==> src/rtl/lock_pkg.sv <==
package lock_pkg;

    localparam int KEY_W    = 4;
    localparam int N_STEPS  = 3;
    localparam int STATE_W  = N_STEPS + 1;

    typedef enum logic [STATE_W-1:0] {
        ST_LOCKOUT = 4'b0000,
        ST_STEP1   = 4'b0001,
        ST_STEP2   = 4'b0010,
        ST_STEP3   = 4'b0100,
        ST_OPEN    = 4'b1000
    } lock_state_t;

    typedef struct packed {
        logic             strobe;
        logic [KEY_W-1:0] value;
    } key_entry_t;

    function automatic logic in_entry(input lock_state_t s);
        return |s[N_STEPS-1:0];
    endfunction

endpackage

==> src/rtl/digit_select.sv <==
module digit_select #(
    parameter int KEY_W   = 4,
    parameter int N_STEPS = 3,
    parameter logic [N_STEPS*KEY_W-1:0] CODES = '0
) (
    input  logic [N_STEPS-1:0] sel,
    output logic [KEY_W-1:0]   expected
);
    logic [KEY_W-1:0] gated [N_STEPS];

    for (genvar i = 0; i < N_STEPS; i++) begin : g_leg
        assign gated[i] = sel[i] ? CODES[i*KEY_W +: KEY_W] : '0;
    end

    always_comb begin
        expected = '0;
        for (int i = 0; i < N_STEPS; i++) expected = expected | gated[i];
    end

    always_comb begin

        sel_onehot_chk: assert ($onehot0(sel) || $isunknown(sel));
    end
endmodule

==> src/rtl/digit_compare.sv <==
module digit_compare #(
    parameter int KEY_W = 4
) (
    input  logic [KEY_W-1:0] entered,
    input  logic [KEY_W-1:0] expected,
    output logic             match
);
    assign match = (entered == expected);
endmodule

==> src/rtl/lock_fsm.sv <==
module lock_fsm
    import lock_pkg::*;
(
    input  logic        clk,
    input  logic        rst,
    input  key_entry_t  entry,
    input  logic        match,
    output lock_state_t state
);
    lock_state_t nxt;

    always_comb begin
        nxt = state;
        unique case (state)
            ST_STEP1: if (entry.strobe) nxt = match ? ST_STEP2 : ST_LOCKOUT;
            ST_STEP2: if (entry.strobe) nxt = match ? ST_STEP3 : ST_LOCKOUT;
            ST_STEP3: if (entry.strobe) nxt = match ? ST_OPEN  : ST_LOCKOUT;
            ST_OPEN:    nxt = ST_OPEN;
            ST_LOCKOUT: nxt = ST_LOCKOUT;
            default:    nxt = ST_LOCKOUT;
        endcase
    end

    always_ff @(posedge clk) begin
        if (rst) state <= ST_STEP1;
        else     state <= nxt;
    end


    reset_wins_chk: assert property (@(posedge clk) rst |=> state == ST_STEP1);


    idle_hold_chk: assert property (@(posedge clk) disable iff (rst)
        (in_entry(state) && !entry.strobe) |=> $stable(state));


    wrong_digit_chk: assert property (@(posedge clk) disable iff (rst)
        (in_entry(state) && entry.strobe && !match) |=> state == ST_LOCKOUT);


    open_sticky_chk: assert property (@(posedge clk) disable iff (rst)
        state == ST_OPEN |=> state == ST_OPEN);


    lockout_sticky_chk: assert property (@(posedge clk) disable iff (rst)
        state == ST_LOCKOUT |=> state == ST_LOCKOUT);
endmodule

==> src/rtl/combo_lock_ctrl.sv <==
module combo_lock_ctrl
    import lock_pkg::*;
#(
    parameter logic [KEY_W-1:0] DIGIT1 = 4'd3,
    parameter logic [KEY_W-1:0] DIGIT2 = 4'd4,
    parameter logic [KEY_W-1:0] DIGIT3 = 4'd2
) (
    input  logic             clk,
    input  logic             rst,
    input  logic [KEY_W-1:0] key_val,
    input  logic             key_strobe,
    output logic [2:0]       step_sel,
    output logic             door_open
);
    localparam logic [N_STEPS*KEY_W-1:0] CODES = {DIGIT3, DIGIT2, DIGIT1};

    lock_state_t      state;
    key_entry_t       entry;
    logic [KEY_W-1:0] expected;
    logic             match;

    assign entry = '{strobe: key_strobe, value: key_val};

    digit_select #(.KEY_W(KEY_W), .N_STEPS(N_STEPS), .CODES(CODES)) u_sel (
        .sel      (state[N_STEPS-1:0]),
        .expected (expected)
    );

    digit_compare #(.KEY_W(KEY_W)) u_cmp (
        .entered  (entry.value),
        .expected (expected),
        .match    (match)
    );

    lock_fsm u_fsm (
        .clk   (clk),
        .rst   (rst),
        .entry (entry),
        .match (match),
        .state (state)
    );

    assign step_sel  = state[N_STEPS-1:0];
    assign door_open = state[STATE_W-1];


    advance_chk: assert property (@(posedge clk) disable iff (rst)
        (key_strobe && step_sel == 3'b100 && key_val == DIGIT3) |=> door_open);


    out_onehot_chk: assert property (@(posedge clk) disable iff (rst)
        $countones({door_open, step_sel}) <= 1);
endmodule

==> config.mk <==
export PLATFORM = sky130hd
export DESIGN_NAME = combo_lock_ctrl
export DESIGN_NICKNAME = d
export VERILOG_FILES = /design/src/rtl/lock_pkg.sv /design/src/rtl/digit_select.sv /design/src/rtl/digit_compare.sv /design/src/rtl/lock_fsm.sv /design/src/rtl/combo_lock_ctrl.sv
export SDC_FILE = /design/constraint.sdc
export NUM_CORES = 1
export LEC_CHECK = 0
export BUFFER_PORTS_ARGS = -buffer_cell sky130_fd_sc_hd__buf_2
export CAP_MARGIN = 25
export CORE_AREA = 2 2 39 41
export CTS_BUF_LIST = sky130_fd_sc_hd__clkbuf_8
export CTS_CLUSTER_SIZE = 40
export DETAILED_ROUTE_END_ITERATION = 6
export DIE_AREA = 0 0 41 43
export PLACE_DENSITY = 0.37
export SLEW_MARGIN = 5
export SYNTH_ARGS = -nofsm -noshare
export SYNTH_HDL_FRONTEND = slang
export SYNTH_SLANG_ARGS = --single-unit
==> constraint.sdc <==
create_clock -name clk -period 1.5 [get_ports clk]
set_input_delay 0.375 -clock clk [delete_from_list [all_inputs] [get_ports clk]]
set_output_delay 0.375 -clock clk [all_outputs]
set_load 0.01 [all_outputs]
==> results of run 1 <==
## synthesized netlist by cell type (all sizes together), types with 2 or more instances
library cell	n	area, µm²
dfxtp	4	80.1
nand3	3	15.0
nor4b	2	17.5
or4b	2	20.0
## per-stage QoR
step,instances,hold WS [ps]
after floorplan,24,469
after global placement,50,504
after detailed placement,50,499
after CTS,53,370
after global routing,53,386
final,53,370
## path summary, 6_finish.rpt
kind / startpoint / endpoint / slack (ps) / cells past startpoint
worst min-delay path: key_strobe / u_fsm.state[0] / 370 / 2
worst min register to register: u_fsm.state[3] / u_fsm.state[2] / 510 / 1
worst max-delay path: u_fsm.state[0] / step_sel[0] / 260 / 1
worst max register to register: u_fsm.state[2] / u_fsm.state[3] / 400 / 2
## power by group through the flow
stage	logic, mW	registers [mW]	clock network, mW
global placement	0.0279	0.115	0
global route	0.0316	0.115	0.239
floorplan	0.0120	0.116	0
finish	0.0281	0.114	0.225
CTS	0.0286	0.114	0.232
detailed placement	0.0285	0.116	0
## area by class of cell
| cell class | instances | share of cell area [%] |
|---|---|---|
| clock buffers | 3 | 12.2 |
| multi-input cells | 20 | 43.5 |
| flip-flops and latches | 4 | 23.6 |
| well taps | 16 | 5.90 |
| repair buffers | 10 | 14.8 |
## kinds of logic (layout without fill, tap and decap cells)
kind of cell	count (synthesis)	after routing	share of synthesized area, %
compound gates	5	5	15.4
xor+xnor	2	2	7.69
buf+inv	0	13	0
flops	4	4	35.2
simple gates	13	13	41.8
## metal layers
| layer | global-route usage [%] | vias up | share of wire, % |
|---|---|---|---|
| met1 | 8.63 | 112 | 45 |
| met4 | 16.0 | 0 | 8.3 |
| li1 | - | 125 | - |
| met2 | 10.9 | 13 | 39 |
| met3 | 5.24 | 4 | 7.5 |
| met5 | 0 | - | 0 |
==> results.toml, run 1 <==
[grt]
grt_pass1_vias = 228
grt_pass1_wl_um = 972
grt_max_degree = 10
grt_use_total_pct = 9.62
grt-ovfl-total = 0
antenna_found_initial = 0

[clock_tree]
cts.sinks = 4
clk_latency_ps = 220
cts_resized = 0
h-tree-depth = 1
clock_path_buffers = 2
post_cts_buffers = 0
postCtsHoldBufs = 0
path_clk_slew_ps = 30
cts_buffers = 3
cts_tree = "yes"
clockRootBuffer = "clkbuf_8"

[logic_synthesis]
synthFlopType = "dfxtp_1"
ys_ff_latch = 4
syn_area_um2 = 228
synthDistinctLibCells = 17
postSynth.asyncResetShare_pct = 0
syn_area_per_cell_um2 = 9.49
synth-edff-count = 0
synth_nets = 31
yosysSeqAreaShare_pct = 35.2
synthCells = 24
yosysWarnings = 0

[finish]
area.growth.synth_to_final_pct = 48.9
seq_area_um2 = 80.1
largest_reg_flops = 4
top_regs = "u_fsm.state (4)"
fill_cells = 158
layout_common_cells = "buf_2 (10), dfxtp_1 (4), nand3_1 (3), clkbuf_8 (3)"
nets = 46
final_common_cell = "buf_2"
fin_util_pct = 24.5
multi_input_area_um2 = 148
fin_area_um2 = 339
regMostFlops = "u_fsm.state"
n_antenna_cell = 0
drive_above_1_share_pct = 35.1

[power_and_ir_drop]
p_switching_mw = 0.0719
p_per_area_nw_per_um2 = 1080
p_leak_nw = 0.136
pwr-share-comb_pct = 7.6
p_seq_share_pct = 31.1
p_sw_share_pct = 19.6
p_int_mw = 0.295
power.total_mw = 0.367
power_frac_clock_pct = 61.3
ir_worst_vdd_mv = 0.288

[setup_path]
critPathLaunchType = "flop"
cp_top_family = "flip-flops"
cp_max_fo = 9
arrival_ps = 860
end_kind = "output pin"
worstPathCellList = "buf_2"
worst_ep_required_time_ps = 1120
path_buf_inv = 1
slowest_delay_ps = 460
criticalPathCategory = "flop to output pin"
cp_slowest_cell = "dfxtp_1"

[sta]
fin_crit_ps = 1240
finalSetupViolations = 0
slew_violations = 0
setup_slack_ps = 261
finClkSkew_ps = 0.233
grt_setup_unrepaired = "false"
fmax_mhz = 807
tns_ps = 0
fin_crit_sh_pct = 82.6
worst_slew_pin_slew_ps = 360
relSlewSlack_pct = 76.0
hold_violations = 0

[route]
wl_per_cell_um = 11.4
antenna_left = 0
first_pass_iters = 3
drc = 0
vias = 254
drt-initial-drc-count = 4
routed_wl_um = 602
viasPerCell = 4.79

[die]
dieHeight_um = 43
rows = 14
die_w_um = 41
io_pins = 11
core-area_um2 = 1380
die_area_um2 = 1760
start_util_pct = 16.5

[worst_hold_path]
min_path_type = "input port to flop"

[run_status]
status = "finished clean"

[placed_design]
dp_hpwl_um = 444
post_dp_cell_area_um2 = 298
gp_congestion = 0.753
place_ws_ps = 237
port_buffers = 10

[flow_run]
max_cap_viol_count = 0
Note: power is estimated with default switching activity, not from simulation.
==> run 2: changes to the inputs <==
clock period = 1.17 ns   (was 1.5 ns; I/O delays follow)
==> run 2 against run 1 <==
Net effect:
- core utilization is 1.9 points higher
- sequential share of layout area is 0.67 points lower
- via count is 5.1% higher
- worst setup slack worse by 160 ps
- global-route usage is 0.98 points lower
- worst hold slack worse by 2.5 ps
- total power is 31% higher
- clock power is 29% higher
- non-clock buffer count is 3 higher
- first-iteration DRC count is 130% higher
- sequential cell count stayed put
- critical path type unchanged
- critical endpoint is now door_open
==> results.toml, run 2 (same netlist as run 1, synthesis figures left out) <==
[run_status]
status = "finished clean"

[die]
rows = 14
io_pins = 11
core-area_um2 = 1380
dieHeight_um = 43
die_w_um = 41
die_area_um2 = 1760
start_util_pct = 16.5

[power_and_ir_drop]
ir_worst_vdd_mv = 0.346
p_leak_nw = 0.152
power.total_mw = 0.481
p_per_area_nw_per_um2 = 1320

[sta]
slew_violations = 0
fmax_mhz = 933
tns_ps = 0
hold_violations = 0
finalSetupViolations = 0
grt_setup_unrepaired = "false"
worst_slew_pin_slew_ps = 282
fin_crit_ps = 1070
finClkSkew_ps = 2.68
fin_crit_sh_pct = 91.6
setup_slack_ps = 98.4
relSlewSlack_pct = 80.9

[setup_path]
crit_start = "u_fsm.state[3]"
rr_worst_depth = 2
arrival_ps = 780
cp_top_family = "flip-flops"
crit_end = "door_open"
cp.depth = 1
worstReg2RegStart = "u_fsm.state[2]"
worst_ep_required_time_ps = 880
slowest_delay_ps = 400
path_buf_inv = 1
cp_slowest_cell = "dfxtp_1"
criticalPathCategory = "flop to output pin"
reg2reg_slack_ps = 100
end_kind = "output pin"
worstPathCellList = "buf_2"
critPathLaunchType = "flop"
r2r-end = "u_fsm.state[3]"
cp_max_fo = 6

[finish]
final_common_cell = "buf_2"
n_antenna_cell = 0
fin_util_pct = 26.4
layout_common_cells = "buf_2 (10), nand3_1 (3), clkbuf_8 (3), buf_4 (3), dfxtp_2 (3)"
nets = 49
stdcell_count = 56
area.growth.synth_to_final_pct = 60.4
largest_reg_flops = 4
regMostFlops = "u_fsm.state"
top_regs = "u_fsm.state (4)"
drive_above_1_share_pct = 47.5

[placed_design]
gp_congestion = 0.771
place_inst = 53
dp_hpwl_um = 452
port_buffers = 10
place_ws_ps = 38.4

[clock_tree]
cts_tree = "yes"
cts.sinks = 4
clockRootBuffer = "clkbuf_8"
clock_path_buffers = 2
post_cts_buffers = 0
h-tree-depth = 1
postCtsHoldBufs = 0
path_clk_slew_ps = 30
clk_latency_ps = 220
cts_buffers = 3

[grt]
grt_use_total_pct = 8.64
grt-ovfl-total = 0
grt_use_met1_pct = 11.0
grt-busiest-layer = "met1"
use_met3_pct = 3.14
met2_usage_pct = 9.69
grt_pass1_wl_um = 959
antenna_found_initial = 0
grt_max_degree = 10
grt_pass1_vias = 232

[worst_hold_path]
min_path_type = "input port to flop"

[route]
drt-initial-drc-count = 9
drc = 0
antenna_left = 0
first_pass_iters = 2
routed_wl_um = 622
wl_per_cell_um = 11.1
viasPerCell = 4.77
vias = 267

[flow_run]
max_cap_viol_count = 0
run 2: cell types whose count changed in the layout (fill, tap and decap cells not counted):
cell and delta:
dfxtp_1 -3, dfxtp_2 +3, buf_4 +3
run 2: power breakdown:
| group | internal [mW] | total [mW] | switching, mW |
|---|---|---|---|
| logic | 0.0249 | 0.0432 | 0.0183 |
| registers | 0.141 | 0.147 | 0.00639 |
| clock network | 0.219 | 0.291 | 0.0716 |
| total | 0.385 | 0.481 | 0.0963 |
run 2: how the worst min path moves through the flow:
stage | startpoint | endpoint | slack, ps | cells past startpoint
floorplan | rst | u_fsm.state[3] | 390 | 1
detailed placement | u_fsm.state[3] | u_fsm.state[2] | 500 | 1
global route | key_strobe | u_fsm.state[0] | 370 | 3
global placement | u_fsm.state[3] | u_fsm.state[2] | 500 | 1
finish | key_strobe | u_fsm.state[0] | 370 | 3
CTS | key_strobe | u_fsm.state[0] | 370 | 3
run 2: worst min-delay path: stages:
cell and delay [ps]:
buf_2 80, buf_4 100, o21bai_1 60
run 2: repair_timing:
item	CTS	global route
endpoints found under the hold margin	0	0
gates resized for setup	1	2
endpoints found under the setup margin	1	5
run 2: area by class of cell:
class | instances | area [µm²]
well taps | 16 | 20.0
repair buffers | 13 | 72.6
multi-input cells | 20 | 148
clock buffers | 3 | 41.3
fillers | 159 | 1020
flip-flops and latches | 4 | 83.8
run 2: routing by layer:
metal  vias up  share of wire, %
li1        133                 -
met1       117                48
met2        13                37
met3         4                11
met4         0               4.3
met5         -                 0
run 2: per-stage QoR:
step / hold WS [ps] / instance area [µm²]
final: 367 / 365
after global routing: 373 / 365
after detailed placement: 498 / 320
after global placement: 498 / 320
after CTS: 372 / 363
after floorplan: 387 / 228
